## src/rtl/lfc_pkg.sv

```systemverilog
package lfc_pkg;
    localparam int LFC_SRC_DEFAULT = 10;

    typedef enum logic [1:0] {
        DRV_WAIT      = 2'd0,
        DRV_MOD_FIRST = 2'd1,
        DRV_RUN       = 2'd2,
        DRV_HALT      = 2'd3
    } drv_state_t;

    typedef enum logic {
        SD_ARMED   = 1'b0,
        SD_TRIPPED = 1'b1
    } sd_state_t;

    typedef enum logic [1:0] {
        TXF_IDLE   = 2'd0,
        TXF_FOLLOW = 2'd1,
        TXF_HELD   = 2'd2
    } txf_state_t;
endpackage

```

## src/rtl/lfc_mask_reduce.sv

```systemverilog
module lfc_mask_reduce #(
    parameter int WIDTH = 10
) (
    input  logic [WIDTH-1:0] alarm,
    input  logic [WIDTH-1:0] mask,
    output logic             hit
);
    logic [WIDTH-1:0] gated;

    genvar gi;
    generate
        for (gi = 0; gi < WIDTH; gi++) begin : g_bit
            assign gated[gi] = alarm[gi] & mask[gi];
        end
    endgenerate

    assign hit = |gated;
endmodule

```

## src/rtl/lfc_shutdown_latch.sv

```systemverilog
module lfc_shutdown_latch
    import lfc_pkg::*;
(
    input  logic clk,
    input  logic rst_n,
    input  logic hit,
    input  logic clear_req,
    output logic tripped_q,
    output logic tripped_next
);
    sd_state_t state_q, state_d;

    always_ff @(posedge clk or negedge rst_n) begin
        if (!rst_n) state_q <= SD_ARMED;
        else        state_q <= state_d;
    end

    always_comb begin
        state_d = state_q;
        unique case (state_q)
            SD_ARMED:   if (hit) state_d = SD_TRIPPED;
            SD_TRIPPED: if (clear_req && !hit) state_d = SD_ARMED;
            default:    state_d = SD_ARMED;
        endcase
    end

    always_comb begin
        tripped_q    = (state_q == SD_TRIPPED);
        tripped_next = (state_d == SD_TRIPPED);
    end
endmodule

```

## src/rtl/lfc_txf_hold.sv

```systemverilog
module lfc_txf_hold
    import lfc_pkg::*;
(
    input  logic clk,
    input  logic rst_n,
    input  logic live,
    input  logic sd_next,
    input  logic on_sd,
    input  logic latch_en,
    input  logic clear_req,
    output logic flag
);
    txf_state_t state_q, state_d;
    logic       force_on;

    assign force_on = live | (on_sd & sd_next);

    always_ff @(posedge clk or negedge rst_n) begin
        if (!rst_n) state_q <= TXF_IDLE;
        else        state_q <= state_d;
    end

    always_comb begin
        state_d = state_q;
        unique case (state_q)
            TXF_IDLE, TXF_FOLLOW: begin
                if (force_on) state_d = latch_en ? TXF_HELD : TXF_FOLLOW;
                else          state_d = TXF_IDLE;
            end
            TXF_HELD: begin
                if (force_on)                  state_d = latch_en ? TXF_HELD : TXF_FOLLOW;
                else if (latch_en && !clear_req) state_d = TXF_HELD;
                else                           state_d = TXF_IDLE;
            end
            default: state_d = TXF_IDLE;
        endcase
    end

    always_comb begin
        flag = (state_q != TXF_IDLE);
    end
endmodule

```

## src/rtl/lfc_drive_fsm.sv

```systemverilog
module lfc_drive_fsm
    import lfc_pkg::*;
(
    input  logic clk,
    input  logic rst_n,
    input  logic supply_ok,
    input  logic temp_conv_done,
    input  logic vcc_conv_done,
    input  logic vcc_low_alarm,
    input  logic vcc_alarm_en,
    input  logic off_req,
    output logic mod_en,
    output logic bias_en,
    output logic search_start
);
    drv_state_t state_q, state_d;
    logic       temp_seen_q;
    logic       vcc_clear_q;
    logic       ready;

    always_ff @(posedge clk or negedge rst_n) begin
        if (!rst_n) begin
            temp_seen_q <= 1'b0;
            vcc_clear_q <= 1'b0;
        end else if (!supply_ok) begin
            temp_seen_q <= 1'b0;
            vcc_clear_q <= 1'b0;
        end else begin
            if (temp_conv_done)                  temp_seen_q <= 1'b1;
            if (vcc_conv_done && !vcc_low_alarm) vcc_clear_q <= 1'b1;
        end
    end

    assign ready = supply_ok & temp_seen_q & (vcc_clear_q | ~vcc_alarm_en);

    always_ff @(posedge clk or negedge rst_n) begin
        if (!rst_n) state_q <= DRV_WAIT;
        else        state_q <= state_d;
    end

    always_comb begin
        state_d = state_q;
        if (!supply_ok) begin
            state_d = DRV_WAIT;
        end else begin
            unique case (state_q)
                DRV_WAIT:      if (ready) state_d = off_req ? DRV_HALT : DRV_MOD_FIRST;
                DRV_MOD_FIRST: state_d = off_req ? DRV_HALT : DRV_RUN;
                DRV_RUN:       if (off_req) state_d = DRV_HALT;
                DRV_HALT:      if (!off_req) state_d = DRV_MOD_FIRST;
                default:       state_d = DRV_WAIT;
            endcase
        end
    end

    always_comb begin
        mod_en       = 1'b0;
        bias_en      = 1'b0;
        search_start = 1'b0;
        unique case (state_q)
            DRV_WAIT:      ;
            DRV_MOD_FIRST: begin mod_en = 1'b1; search_start = 1'b1; end
            DRV_RUN:       begin mod_en = 1'b1; bias_en = 1'b1; end
            DRV_HALT:      ;
            default:       ;
        endcase
    end
endmodule

```

## src/rtl/laser_fault_ctrl.sv

```systemverilog
module laser_fault_ctrl
    import lfc_pkg::*;
#(
    parameter int NUM_SRC = LFC_SRC_DEFAULT
) (
    input  logic               clk,
    input  logic               rst_n,
    input  logic [NUM_SRC-1:0] alarm_in,
    input  logic [NUM_SRC-1:0] txf_mask,
    input  logic [NUM_SRC-1:0] sd_mask,
    input  logic               txf_on_sd,
    input  logic               txf_latch_en,
    input  logic               sd_polarity,
    input  logic               supply_ok,
    input  logic               temp_conv_done,
    input  logic               vcc_conv_done,
    input  logic               vcc_low_alarm,
    input  logic               vcc_alarm_en,
    input  logic               tx_disable,
    input  logic               soft_disable,
    input  logic               fault_reset,
    output logic               mod_en,
    output logic               bias_en,
    output logic               bias_search_start,
    output logic               txf_out,
    output logic               sd_out,
    output logic [1:0]         fault_status
);
    logic txf_live;
    logic sd_hit;
    logic clear_req;
    logic sd_tripped;
    logic sd_tripped_next;
    logic txf_flag;

    assign clear_req = fault_reset | tx_disable;

    lfc_mask_reduce #(.WIDTH(NUM_SRC)) u_txf_reduce (
        .alarm (alarm_in),
        .mask  (txf_mask),
        .hit   (txf_live)
    );

    lfc_mask_reduce #(.WIDTH(NUM_SRC)) u_sd_reduce (
        .alarm (alarm_in),
        .mask  (sd_mask),
        .hit   (sd_hit)
    );

    lfc_shutdown_latch u_sd_latch (
        .clk          (clk),
        .rst_n        (rst_n),
        .hit          (sd_hit),
        .clear_req    (clear_req),
        .tripped_q    (sd_tripped),
        .tripped_next (sd_tripped_next)
    );

    lfc_txf_hold u_txf_hold (
        .clk       (clk),
        .rst_n     (rst_n),
        .live      (txf_live),
        .sd_next   (sd_tripped_next),
        .on_sd     (txf_on_sd),
        .latch_en  (txf_latch_en),
        .clear_req (clear_req),
        .flag      (txf_flag)
    );

    lfc_drive_fsm u_drive (
        .clk            (clk),
        .rst_n          (rst_n),
        .supply_ok      (supply_ok),
        .temp_conv_done (temp_conv_done),
        .vcc_conv_done  (vcc_conv_done),
        .vcc_low_alarm  (vcc_low_alarm),
        .vcc_alarm_en   (vcc_alarm_en),
        .off_req        (tx_disable | soft_disable | sd_tripped),
        .mod_en         (mod_en),
        .bias_en        (bias_en),
        .search_start   (bias_search_start)
    );

    assign txf_out      = txf_flag;
    assign sd_out       = sd_tripped ^ sd_polarity;
    assign fault_status = {sd_tripped, txf_flag};
endmodule

```

## config.mk

```make
export PLATFORM = sky130hd
export DESIGN_NAME = laser_fault_ctrl
export DESIGN_NICKNAME = d
export VERILOG_FILES = /design/src/rtl/lfc_pkg.sv /design/src/rtl/lfc_mask_reduce.sv /design/src/rtl/lfc_shutdown_latch.sv /design/src/rtl/lfc_txf_hold.sv /design/src/rtl/lfc_drive_fsm.sv /design/src/rtl/laser_fault_ctrl.sv
export SDC_FILE = /design/constraint.sdc
export NUM_CORES = 1
export LEC_CHECK = 0
export ABC_CLOCK_PERIOD_IN_PS = 1520
export BUFFER_PORTS_ARGS = -buffer_cell sky130_fd_sc_hd__buf_2
export CAP_MARGIN = 20
export CORE_MARGIN = 1
export CORE_UTILIZATION = 35
export DETAILED_ROUTE_END_ITERATION = 6
export GPL_TIMING_DRIVEN = 0
export PLACE_DENSITY = 0.88
export SLEW_MARGIN = 15
export SYNTH_ARGS = -nofsm -noshare
export SYNTH_HDL_FRONTEND = slang
export SYNTH_SLANG_ARGS = --single-unit
```

## constraint.sdc

```tcl
create_clock -name clk -period 1.52 [get_ports clk]
set_input_delay 0.076 -clock clk [delete_from_list [all_inputs] [get_ports clk]]
set_output_delay 0.076 -clock clk [all_outputs]
set_load 0.01 [all_outputs]
```

==> flow_metrics.env, run 1 <==
export IMPL_synth_seq_cells=7
export IMPL_fp_dieArea_mm2=0.00168
export IMPL_rsz0062_at_grt="false"
export IMPL_place_area_um2=797
export IMPL_die_h_um=41.0
export IMPL_power_share_clock_pct=21.0
export IMPL_core_mm2=0.00137
export IMPL_syn_avg_cell_area_um2=9.87
export IMPL_drive_above_1_share_pct=55.0
export IMPL_cts_max_path_buffers=2
export IMPL_synth_nets=101
export IMPL_p_int_mw=0.503
export IMPL_grt_pass1_vias=591
export IMPL_r2r_start="u_drive.state_q[0]"
export IMPL_cts_buffers=3
export IMPL_skew_ns=0.00251
export IMPL_path_cells="inv_1 > ha_1 > a221oi_2 > mux2i_1"
export IMPL_r2r_slack_ns=0.11
export IMPL_finalSetupTns_ns=0
export IMPL_path_delay_family="flip-flops"
export IMPL_clk_pin_slew_ns=0.05
export IMPL_io_pins=50
export IMPL_tightest_slew_ns=0.293
export IMPL_ir_drop_mv=0.319
export IMPL_first_pass_iters=4
export IMPL_min_to="u_drive.temp_seen_q"
export IMPL_io_buffers=49
export IMPL_crit_buf_inv=1
export IMPL_ctsHtreeMaxLevel=1
export IMPL_grt_usage_pct=19.5
export IMPL_period_share_pct=92.7
export IMPL_grt_pass1_wl_um=2070
export IMPL_synth_distinct_cells=26
export IMPL_r2r_end="u_drive.state_q[1]"
export IMPL_netlist_area_um2=533
export IMPL_cts_num_sinks=7
export IMPL_final_common_cell="buf_2"
export IMPL_antenna_found_initial=0
export IMPL_cp_arrival_ns=1.57
export IMPL_cts_setup_buffers=0
export IMPL_ant_nets=0
export IMPL_p_comb_share_pct=47.2
export IMPL_worstHoldPathCells=2
export IMPL_p_per_area_mw_per_mm2=921
export IMPL_hp_start="temp_conv_done"
export IMPL_root_buffer="clkbuf_4"
export IMPL_wl_per_cell_um=11.6
export IMPL_slowest_stage="dfrtp_1"
export IMPL_slowest_delay_ns=0.41
export IMPL_cp_end_kind="flop"
export IMPL_seq_power_share_pct=31.8
export IMPL_area_growth_syn_to_layout_pct=58.2
export IMPL_cap_viol_max_count=0
export IMPL_die_x_um=41.0
export IMPL_cts_resized=0
export IMPL_synthCells=54
export IMPL_start_util_pct=39.0
export IMPL_routed_via_density=5.32
export IMPL_grt_max_degree=8
export IMPL_drt_iter0_markers=8
export IMPL_final_cell_area_um2=843
export IMPL_insertion_delay_ns=0.24
export IMPL_power_total_mw=0.777
export IMPL_drc=0
export IMPL_nNetsFinal=157
export IMPL_critPathKind="flop to flop"
export IMPL_timing_final_crit_period_ns=1.41
export IMPL_net_switching_power_mw=0.274
export IMPL_hold_class="input pin to flop"
export IMPL_slew_headroom_pct=80.3
export IMPL_grt_overflow=0
export IMPL_status="complete, no violations"
export IMPL_rows=13
export IMPL_clock_fmax_ghz=0.710
export IMPL_regArea_um2=175
export IMPL_drv_slew=0
export IMPL_multiInputGateArea_um2=328
export IMPL_worstSetupStartpointType="flop"
export IMPL_routed_wl_um=1440
export IMPL_antenna_diode_count=0
export IMPL_fillers=130
export IMPL_required_ns=1.68
export IMPL_cts_hold_repair_buffers=2
export IMPL_cts_tree="yes"
export IMPL_p_leak_nw=0.451
export IMPL_routabilityCongestion=0.755
export IMPL_yosysSeqAreaShare_pct=32.9
export IMPL_mostFrequentLayoutCells="49 x buf_2, 7 x dfrtp_1, 6 x nand2_1"
export IMPL_swShare_pct=35.3
export IMPL_rr_worst_depth=4
export IMPL_path_max_fanout=4
export IMPL_hold_viol_final=0
export IMPL_vias=660
export IMPL_yosys_warnings=0
export IMPL_hpwlAfterDp_um=1270
export IMPL_setup_viol=0
==> through the flow <==
step           setup slack [ns]  util, %  std cells  hold slack (ns)
2_1_floorplan             0.210        -         54           -0.220
3_3_place_gp              0.157     58.3        118          -0.0886
3_5_place_dp              0.122     58.3        118          -0.0840
4_1_cts                   0.119     61.7        124           0.0527
5_1_grt                  0.0274     61.7        124           0.0593
6_report                  0.112     61.7        124           0.0560
==> Yosys cell counts <==
library cell	instances	share of area (%)
nor3_1	1	0.94
a22oi_1	5	7.0
nor2b_1	2	2.3
or4b_2	1	1.9
mux2i_1	1	1.9
nor3b_2	1	2.3
or2_2	1	1.2
o211a_1	1	1.9
ha_1	4	9.4
buf_4	2	2.8
a221oi_1	3	4.9
a221o_1	1	1.9
o21a_1	2	2.8
or3_1	1	1.2
nand2_1	6	4.2
a221oi_2	1	2.8
o211ai_1	1	1.4
nor3_2	1	1.9
inv_1	4	2.8
o21ai_0	2	1.9
and3_1	1	1.2
xor2_1	1	1.6
o31ai_2	1	2.3
a31oi_1	1	1.2
a22o_1	2	3.3
dfrtp_1	7	33
==> cells by family (layout without fill, tap and decap cells) <==
family / after synthesis / after routing / share of synthesized area [%]
AO/OA/AOI/OAI: 20 / 20 / 31.5
XOR/XNOR: 1 / 1 / 1.64
adder cells (fa/ha/maj): 4 / 4 / 9.39
buffers and inverters: 6 / 61 / 5.63
flip-flops: 7 / 7 / 32.9
multiplexers: 1 / 1 / 1.88
AND/OR/NAND/NOR: 15 / 15 / 17.1
==> registers in the layout (all words and copies together), names as in the netlist <==
register and cells:
u_drive.temp_seen_q 1, u_txf_hold.state_q 2, u_drive.state_q 2, u_sd_latch.tripped_q 1
u_drive.vcc_clear_q 1
==> routing by layer <==
metal  vias to the layer above  part of all wire [%]  track usage, %  routed length, um
met5                         -                     0               0                  0
met4                         0                  0.84            10.0                 12
met3                         2                   8.6            3.26                124
li1                        318                     -               -                  -
met2                        43                    54            39.5                774
met1                       297                    37            17.8                525
==> worst max-delay path by stage <==
stage | start | to | slack [ns] | cells past startpoint
4_1_cts | u_sd_latch.tripped_q | u_drive.state_q[1] | 0.12 | 4
5_1_grt | u_drive.state_q[0] | u_drive.state_q[1] | 0.03 | 4
2_1_floorplan | u_sd_latch.tripped_q | u_txf_hold.state_q[0] | 0.21 | 4
6_report | u_drive.state_q[0] | u_drive.state_q[1] | 0.11 | 4
3_3_place_gp | u_sd_latch.tripped_q | u_txf_hold.state_q[0] | 0.16 | 4
3_5_place_dp | u_sd_latch.tripped_q | u_txf_hold.state_q[1] | 0.12 | 4
==> final cells by class <==
class,count,share of cell area [%]
multi-input combinational,41,38.9
timing repair buffer,51,31.5
sequential,7,20.8
clock buffer,4,3.12
tap,15,2.23
buffer,2,1.78
inverter,4,1.78
==> worst reg2reg max path, cell delays in order, from the launching register on <==
cell	delay, ns
dfrtp_1	0.41
inv_1	0.09
ha_1	0.26
a221oi_2	0.34
mux2i_1	0.23
==> power by group through the flow <==
stage | combinational, mW | clock (mW) | sequential [mW]
4_1_cts | 0.369 | 0.169 | 0.245
3_5_place_dp | 0.362 | 0 | 0.249
6_report | 0.367 | 0.163 | 0.247
2_1_floorplan | 0.228 | 0 | 0.240
3_3_place_gp | 0.345 | 0 | 0.245
5_1_grt | 0.410 | 0.181 | 0.249
(Power assumes the default switching activity.)
==> inputs of run 2 (changes only) <==
--- a/config.mk
+++ b/config.mk
@@ -8,11 +8,14 @@
 export ABC_CLOCK_PERIOD_IN_PS = 1520
 export BUFFER_PORTS_ARGS = -buffer_cell sky130_fd_sc_hd__buf_2
 export CAP_MARGIN = 20
+export CELL_PAD_IN_SITES_DETAIL_PLACEMENT = 0
+export CELL_PAD_IN_SITES_GLOBAL_PLACEMENT = 2
 export CORE_MARGIN = 1
-export CORE_UTILIZATION = 35
+export CORE_UTILIZATION = 17
 export DETAILED_ROUTE_END_ITERATION = 6
 export GPL_TIMING_DRIVEN = 0
-export PLACE_DENSITY = 0.88
+export PLACE_DENSITY = 0.85
+export SETUP_SLACK_MARGIN = 0.3
 export SLEW_MARGIN = 15
 export SYNTH_ARGS = -nofsm -noshare
 export SYNTH_HDL_FRONTEND = slang
==> run 2 against run 1 <==
Compared with the run above:
- the run now ends with design-rule violations left
- first-iteration DRC count rose to 4.8 times the previous value
- global-route usage down 9.3 points
- sequential power about the same
- wire length up 23%
- flip-flop and latch count unchanged
- combinational power up 60%
- sequential share of layout area down 4.2 points
- die area up 100%
- total power up 29%
- utilization down 25 points
- critical path type unchanged
==> flow_metrics.env, run 2 (same netlist as run 1, synthesis figures left out) <==
export IMPL_status="finished with violations"
export IMPL_violations="design-rule violations"
export IMPL_grt_pass1_wl_um=2640
export IMPL_grt_max_degree=8
export IMPL_routed_wl_um=1770
export IMPL_finalSetupTns_ns=0
export IMPL_cts_buffers=3
export IMPL_ir_drop_mv=0.271
export IMPL_place_ws_ns=0.100
export IMPL_rsz0062_at_grt="true"
export IMPL_drc=4
export IMPL_io_pins=50
export IMPL_clock_fmax_ghz=0.750
export IMPL_antenna_found_initial=0
export IMPL_cp_arrival_ns=1.50
export IMPL_cts_tree="yes"
export IMPL_required_ns=1.69
export IMPL_final_common_cell="buf_2"
export IMPL_timing_final_crit_period_ns=1.33
export IMPL_layout_setup_ws_ns=0.187
export IMPL_grt_pass1_vias=646
export IMPL_ctsHtreeMaxLevel=1
export IMPL_worstSetupStartpointType="flop"
export IMPL_root_buffer="clkbuf_4"
export IMPL_clk_pin_slew_ns=0.05
export IMPL_routabilityCongestion=0.773
export IMPL_final_cell_area_mm2=0.00106
export IMPL_cap_viol_max_count=0
export IMPL_io_buffers=49
export IMPL_path_max_fanout=2
export IMPL_critPathKind="flop to flop"
export IMPL_cts_num_sinks=7
export IMPL_hold_viol_final=0
export IMPL_p_per_area_mw_per_mm2=947
export IMPL_slew_headroom_pct=76.4
export IMPL_fp_dieArea_mm2=0.00336
export IMPL_first_pass_iters=7
export IMPL_grt_usage_pct=10.2
export IMPL_vias=680
export IMPL_start_util_pct=18.7
export IMPL_drv_slew=0
export IMPL_die_h_um=58.0
export IMPL_skew_ns=0.00251
export IMPL_die_x_um=58.0
export IMPL_reg_top3="u_drive.state_q: 2 flops, u_txf_hold.state_q: 2 flops"
export IMPL_setup_viol=0
export IMPL_cts_max_path_buffers=2
export IMPL_hpwlAfterDp_um=1370
export IMPL_place_area_um2=821
export IMPL_drt_iter0_markers=38
export IMPL_grt_overflow=0
export IMPL_rows=19
export IMPL_hold_class="input pin to flop"
export IMPL_wl_per_cell_um=11.9
export IMPL_drive_above_1_share_pct=65.3
export IMPL_final_cells=149
export IMPL_mostFrequentLayoutCells="45 x buf_2, 9 x buf_6, 7 x dfrtp_1"
export IMPL_insertion_delay_ns=0.24
export IMPL_p_leak_nw=0.523
export IMPL_period_share_pct=87.7
export IMPL_placed_cells_incl_taps=134
export IMPL_core_mm2=0.00285
export IMPL_fillers=311
export IMPL_routed_via_density=4.56
export IMPL_area_growth_syn_to_layout_pct=98.4
export IMPL_cp_end_kind="flop"
export IMPL_ant_nets=0
export IMPL_tightest_slew_ns=0.351
export IMPL_antenna_diode_count=0
export IMPL_nNetsFinal=166
[run 2: cell types whose count changed in the layout (fill, tap and decap cells not counted), moves of 2 or more]
cell | before | now
ha_2 | 0 | 2
buf_6 | 0 | 9
inv_1 | 4 | 2
buf_4 | 2 | 6
ha_1 | 4 | 0
inv_2 | 0 | 2
buf_2 | 49 | 45
ha_4 | 0 | 2
[run 2: layout make-up]
| cell class | instances | area (um2) | area share (%) |
|---|---|---|---|
| plain buffers | 2 | 18.8 | 1.78 |
| clock buffers | 4 | 26.3 | 2.49 |
| inverters | 4 | 15.0 | 1.42 |
| multi-input cells | 41 | 410 | 38.8 |
| flip-flops and latches | 7 | 175 | 16.6 |
| well taps | 31 | 38.8 | 3.67 |
| repair buffers | 60 | 373 | 35.3 |
[run 2: through the flow]
step	util (%)	power (mW)	hold slack [ns]
after global routing	37.1	1.08	0.0669
after CTS	33.6	0.868	0.0514
after detailed placement	28.8	0.609	-0.0815
final	37.1	1.00	0.0581
after floorplan	-	0.470	-0.220
after global placement	28.8	0.599	-0.0872
[run 2: path summary, 6_finish.rpt]
| path | end | cells past startpoint | slack, ns | from |
|---|---|---|---|---|
| worst min register to register | u_drive.temp_seen_q | 1 | 0.49 | u_drive.temp_seen_q |
| min in group asynchronous | u_sd_latch.tripped_q | 2 | 0.19 | rst_n |
| worst max-delay path | u_drive.state_q[1] | 5 | 0.19 | u_sd_latch.tripped_q |
| max in group asynchronous | u_drive.state_q[1] | 2 | 1.17 | rst_n |
| worst max register to register | u_drive.state_q[1] | 5 | 0.19 | u_sd_latch.tripped_q |
| worst min-delay path | u_drive.temp_seen_q | 2 | 0.06 | temp_conv_done |
[run 2: timing repair]
item / CTS / global route
buffers inserted: 7 / 2
gates resized for setup: 11 / 14
pin swaps: 4 / 6
setup endpoints to repair: 7 / 11
hold buffers: 2 / 0
endpoints found under the hold margin: 8 / 0
[run 2: worst max-delay path, cell delays in order, from the launching register on]
cell and delay (ns):
dfrtp_1 0.39, buf_6 0.13, nor3_4 0.23, nor2b_4 0.07, a221oi_4 0.22, mux2i_1 0.21
[run 2: report_power, final]
group / internal (mW) / leakage [nW] / switching (mW)
Sequential: 0.216 / 0.0848 / 0.0345
Combinational: 0.345 / 0.423 / 0.243
Clock: 0.0998 / 0.0150 / 0.0633
Total: 0.661 / 0.523 / 0.341
[run 2: routing by layer]
| layer | up-vias | global-route usage [%] | part of all wire [%] |
|---|---|---|---|
| li1 | 336 | - | - |
| met1 | 306 | 12.0 | 38 |
| met2 | 38 | 17.9 | 52 |
| met3 | 0 | 4.46 | 10 |
| met4 | 0 | 1.02 | 0 |
| met5 | - | 0 | 0 |
==> inputs of run 3 (changes only) <==
--- a/config.mk
+++ b/config.mk
@@ -12,6 +12,7 @@
 export CELL_PAD_IN_SITES_GLOBAL_PLACEMENT = 2
 export CORE_MARGIN = 1
 export CORE_UTILIZATION = 17
+export CTS_BUF_LIST = sky130_fd_sc_hd__clkbuf_8 sky130_fd_sc_hd__clkbuf_16
 export DETAILED_ROUTE_END_ITERATION = 6
 export GPL_TIMING_DRIVEN = 0
 export PLACE_DENSITY = 0.85
==> run 3 against run 2 <==
Compared with the run above:
- the flow still finishes with violations (design-rule violations)
- sequential power about the same
- combinational power down 13%
- total power up 0.59%
- global-route usage about the same
- count of clock-buffer cells in the layout down 1
- wire length down 1.9%
- utilization down 1.6 points
- hold slack worse by 0.025 ns
- largest cell class unchanged
- largest power group unchanged
==> flow_metrics.env, run 3 (same netlist as run 1, synthesis figures left out) <==
export IMPL_routed_via_density=4.64
export IMPL_ir_drop_mv=0.347
export IMPL_power_total_mw=1.01
export IMPL_routed_wl_um=1740
export IMPL_worstHoldPathCells=2
export IMPL_clock_fmax_ghz=0.747
export IMPL_reg_top3="u_drive.state_q: 2 flops, u_txf_hold.state_q: 2 flops"
export IMPL_grt_max_degree=8
export IMPL_hold_viol_final=0
export IMPL_critPathKind="flop to flop"
export IMPL_tightest_slew_ns=0.355
export IMPL_grt_pass1_vias=628
export IMPL_cp_arrival_ns=1.44
export IMPL_io_pins=50
export IMPL_drv_slew=0
export IMPL_cp_end_kind="flop"
export IMPL_skew_ns=0.00143
export IMPL_violations="design-rule violations"
export IMPL_mostFrequentLayoutCells="48 x buf_2, 7 x buf_4, 7 x dfrtp_1"
export IMPL_final_core_util_pct=35.4
export IMPL_hpwlAfterDp_um=1370
export IMPL_cts_max_path_buffers=2
export IMPL_grt_overflow=0
export IMPL_start_util_pct=18.7
export IMPL_ant_nets=0
export IMPL_path_max_fanout=3
export IMPL_p_leak_nw=0.510
export IMPL_io_buffers=49
export IMPL_routabilityCongestion=0.773
export IMPL_rows=19
export IMPL_cts_tree="yes"
export IMPL_die_x_um=58.0
export IMPL_rr_worst_depth=5
export IMPL_ctsHtreeMaxLevel=1
export IMPL_vias=677
export IMPL_clk_pin_slew_ns=0.04
export IMPL_worstSetupStartpointType="flop"
export IMPL_drc=4
export IMPL_p_per_area_mw_per_mm2=996
export IMPL_area_growth_syn_to_layout_pct=89.7
export IMPL_rsz0062_at_grt="true"
export IMPL_grt_usage_pct=10.2
export IMPL_finalSetupTns_ns=0
export IMPL_die_h_um=58.0
export IMPL_nNetsFinal=163
export IMPL_period_share_pct=88.1
export IMPL_hp_start="txf_latch_en"
export IMPL_hold_slack_ns=0.0329
export IMPL_r2r_start="u_sd_latch.tripped_q"
export IMPL_timing_final_crit_period_ns=1.34
export IMPL_status="finished with violations"
export IMPL_drive_above_1_share_pct=65.2
export IMPL_root_buffer="clkbuf_8"
export IMPL_fp_dieArea_mm2=0.00336
export IMPL_first_pass_iters=6
export IMPL_cap_viol_max_count=0
export IMPL_cts_buffers=3
export IMPL_grt_pass1_wl_um=2590
export IMPL_antenna_diode_count=0
export IMPL_drt_iter0_markers=37
export IMPL_min_to="u_txf_hold.state_q[0]"
export IMPL_wl_per_cell_um=11.9
export IMPL_hold_class="input pin to flop"
export IMPL_final_common_cell="buf_2"
export IMPL_r2r_end="u_drive.state_q[0]"
export IMPL_slew_headroom_pct=76.1
export IMPL_insertion_delay_ns=0.22
export IMPL_core_mm2=0.00285
export IMPL_place_area_um2=821
export IMPL_r2r_slack_ns=0.18
export IMPL_required_ns=1.62
export IMPL_cts_num_sinks=7
export IMPL_final_cell_area_mm2=0.00101
export IMPL_antenna_found_initial=0
export IMPL_setup_viol=0
[run 3: changes by cell type in the layout (fill, tap and decap cells not counted), sizes merged]
cell	change
dlygate4sd3	-1
clkbuf	-1
inv	+1
buf	-2
[run 3: where the power goes]
group	switching, mW	internal (mW)	total (mW)
sequential	0.0340	0.217	0.250
combinational	0.226	0.285	0.511
clock	0.0722	0.174	0.246
total	0.332	0.676	1.01
[run 3: how the worst max path moves through the flow]
stage                               from                     to  slack [ns]  depth (start not counted)
global placement    u_sd_latch.tripped_q  u_txf_hold.state_q[0]        0.16                          4
detailed placement  u_sd_latch.tripped_q  u_txf_hold.state_q[0]        0.10                          4
finish              u_sd_latch.tripped_q     u_drive.state_q[0]        0.18                          5
CTS                 u_sd_latch.tripped_q  u_txf_hold.state_q[0]        0.16                          4
global route        u_sd_latch.tripped_q     u_drive.state_q[0]        0.14                          5
floorplan           u_sd_latch.tripped_q  u_txf_hold.state_q[0]        0.28                          4
[run 3: cell type report]
cell class,count,area (um2)
sequential,7,175
inverter,4,15.0
clock buffer,3,41.3
fill,307,1840
multi-input combinational,41,400
timing repair buffer,57,318
tap,31,38.8
buffer,2,18.8
clock inverter,1,3.75
[run 3: timing repair]
item | CTS | global route
hold endpoints to repair | 7 | 0
setup buffers | 6 | 1
pin swaps | 4 | 5
gates resized for setup | 11 | 7
hold buffers | 1 | 0
setup endpoints to repair | 7 | 9
[run 3: metrics by stage]
stage               setup WS (ns)  std cells
floorplan                   0.275         54
global placement            0.158        134
detailed placement          0.100        134
CTS                         0.156        145
global route                0.137        146
finish                      0.181        146
[run 3: critical path, cell delays in order (launching register included)]
cell	delay [ns]
dfrtp_1	0.38
buf_6	0.13
nor3_4	0.22
buf_4	0.18
a221oi_4	0.07
o211a_1	0.24
[run 3: routing by layer]
metal / routed length, um / vias up / GRT usage (%)
met2: 879 / 40 / 17.4
li1: - / 329 / -
met4: 0 / 0 / 2.04
met1: 646 / 308 / 11.8
met5: 0 / - / 0
met3: 210 / 0 / 4.46
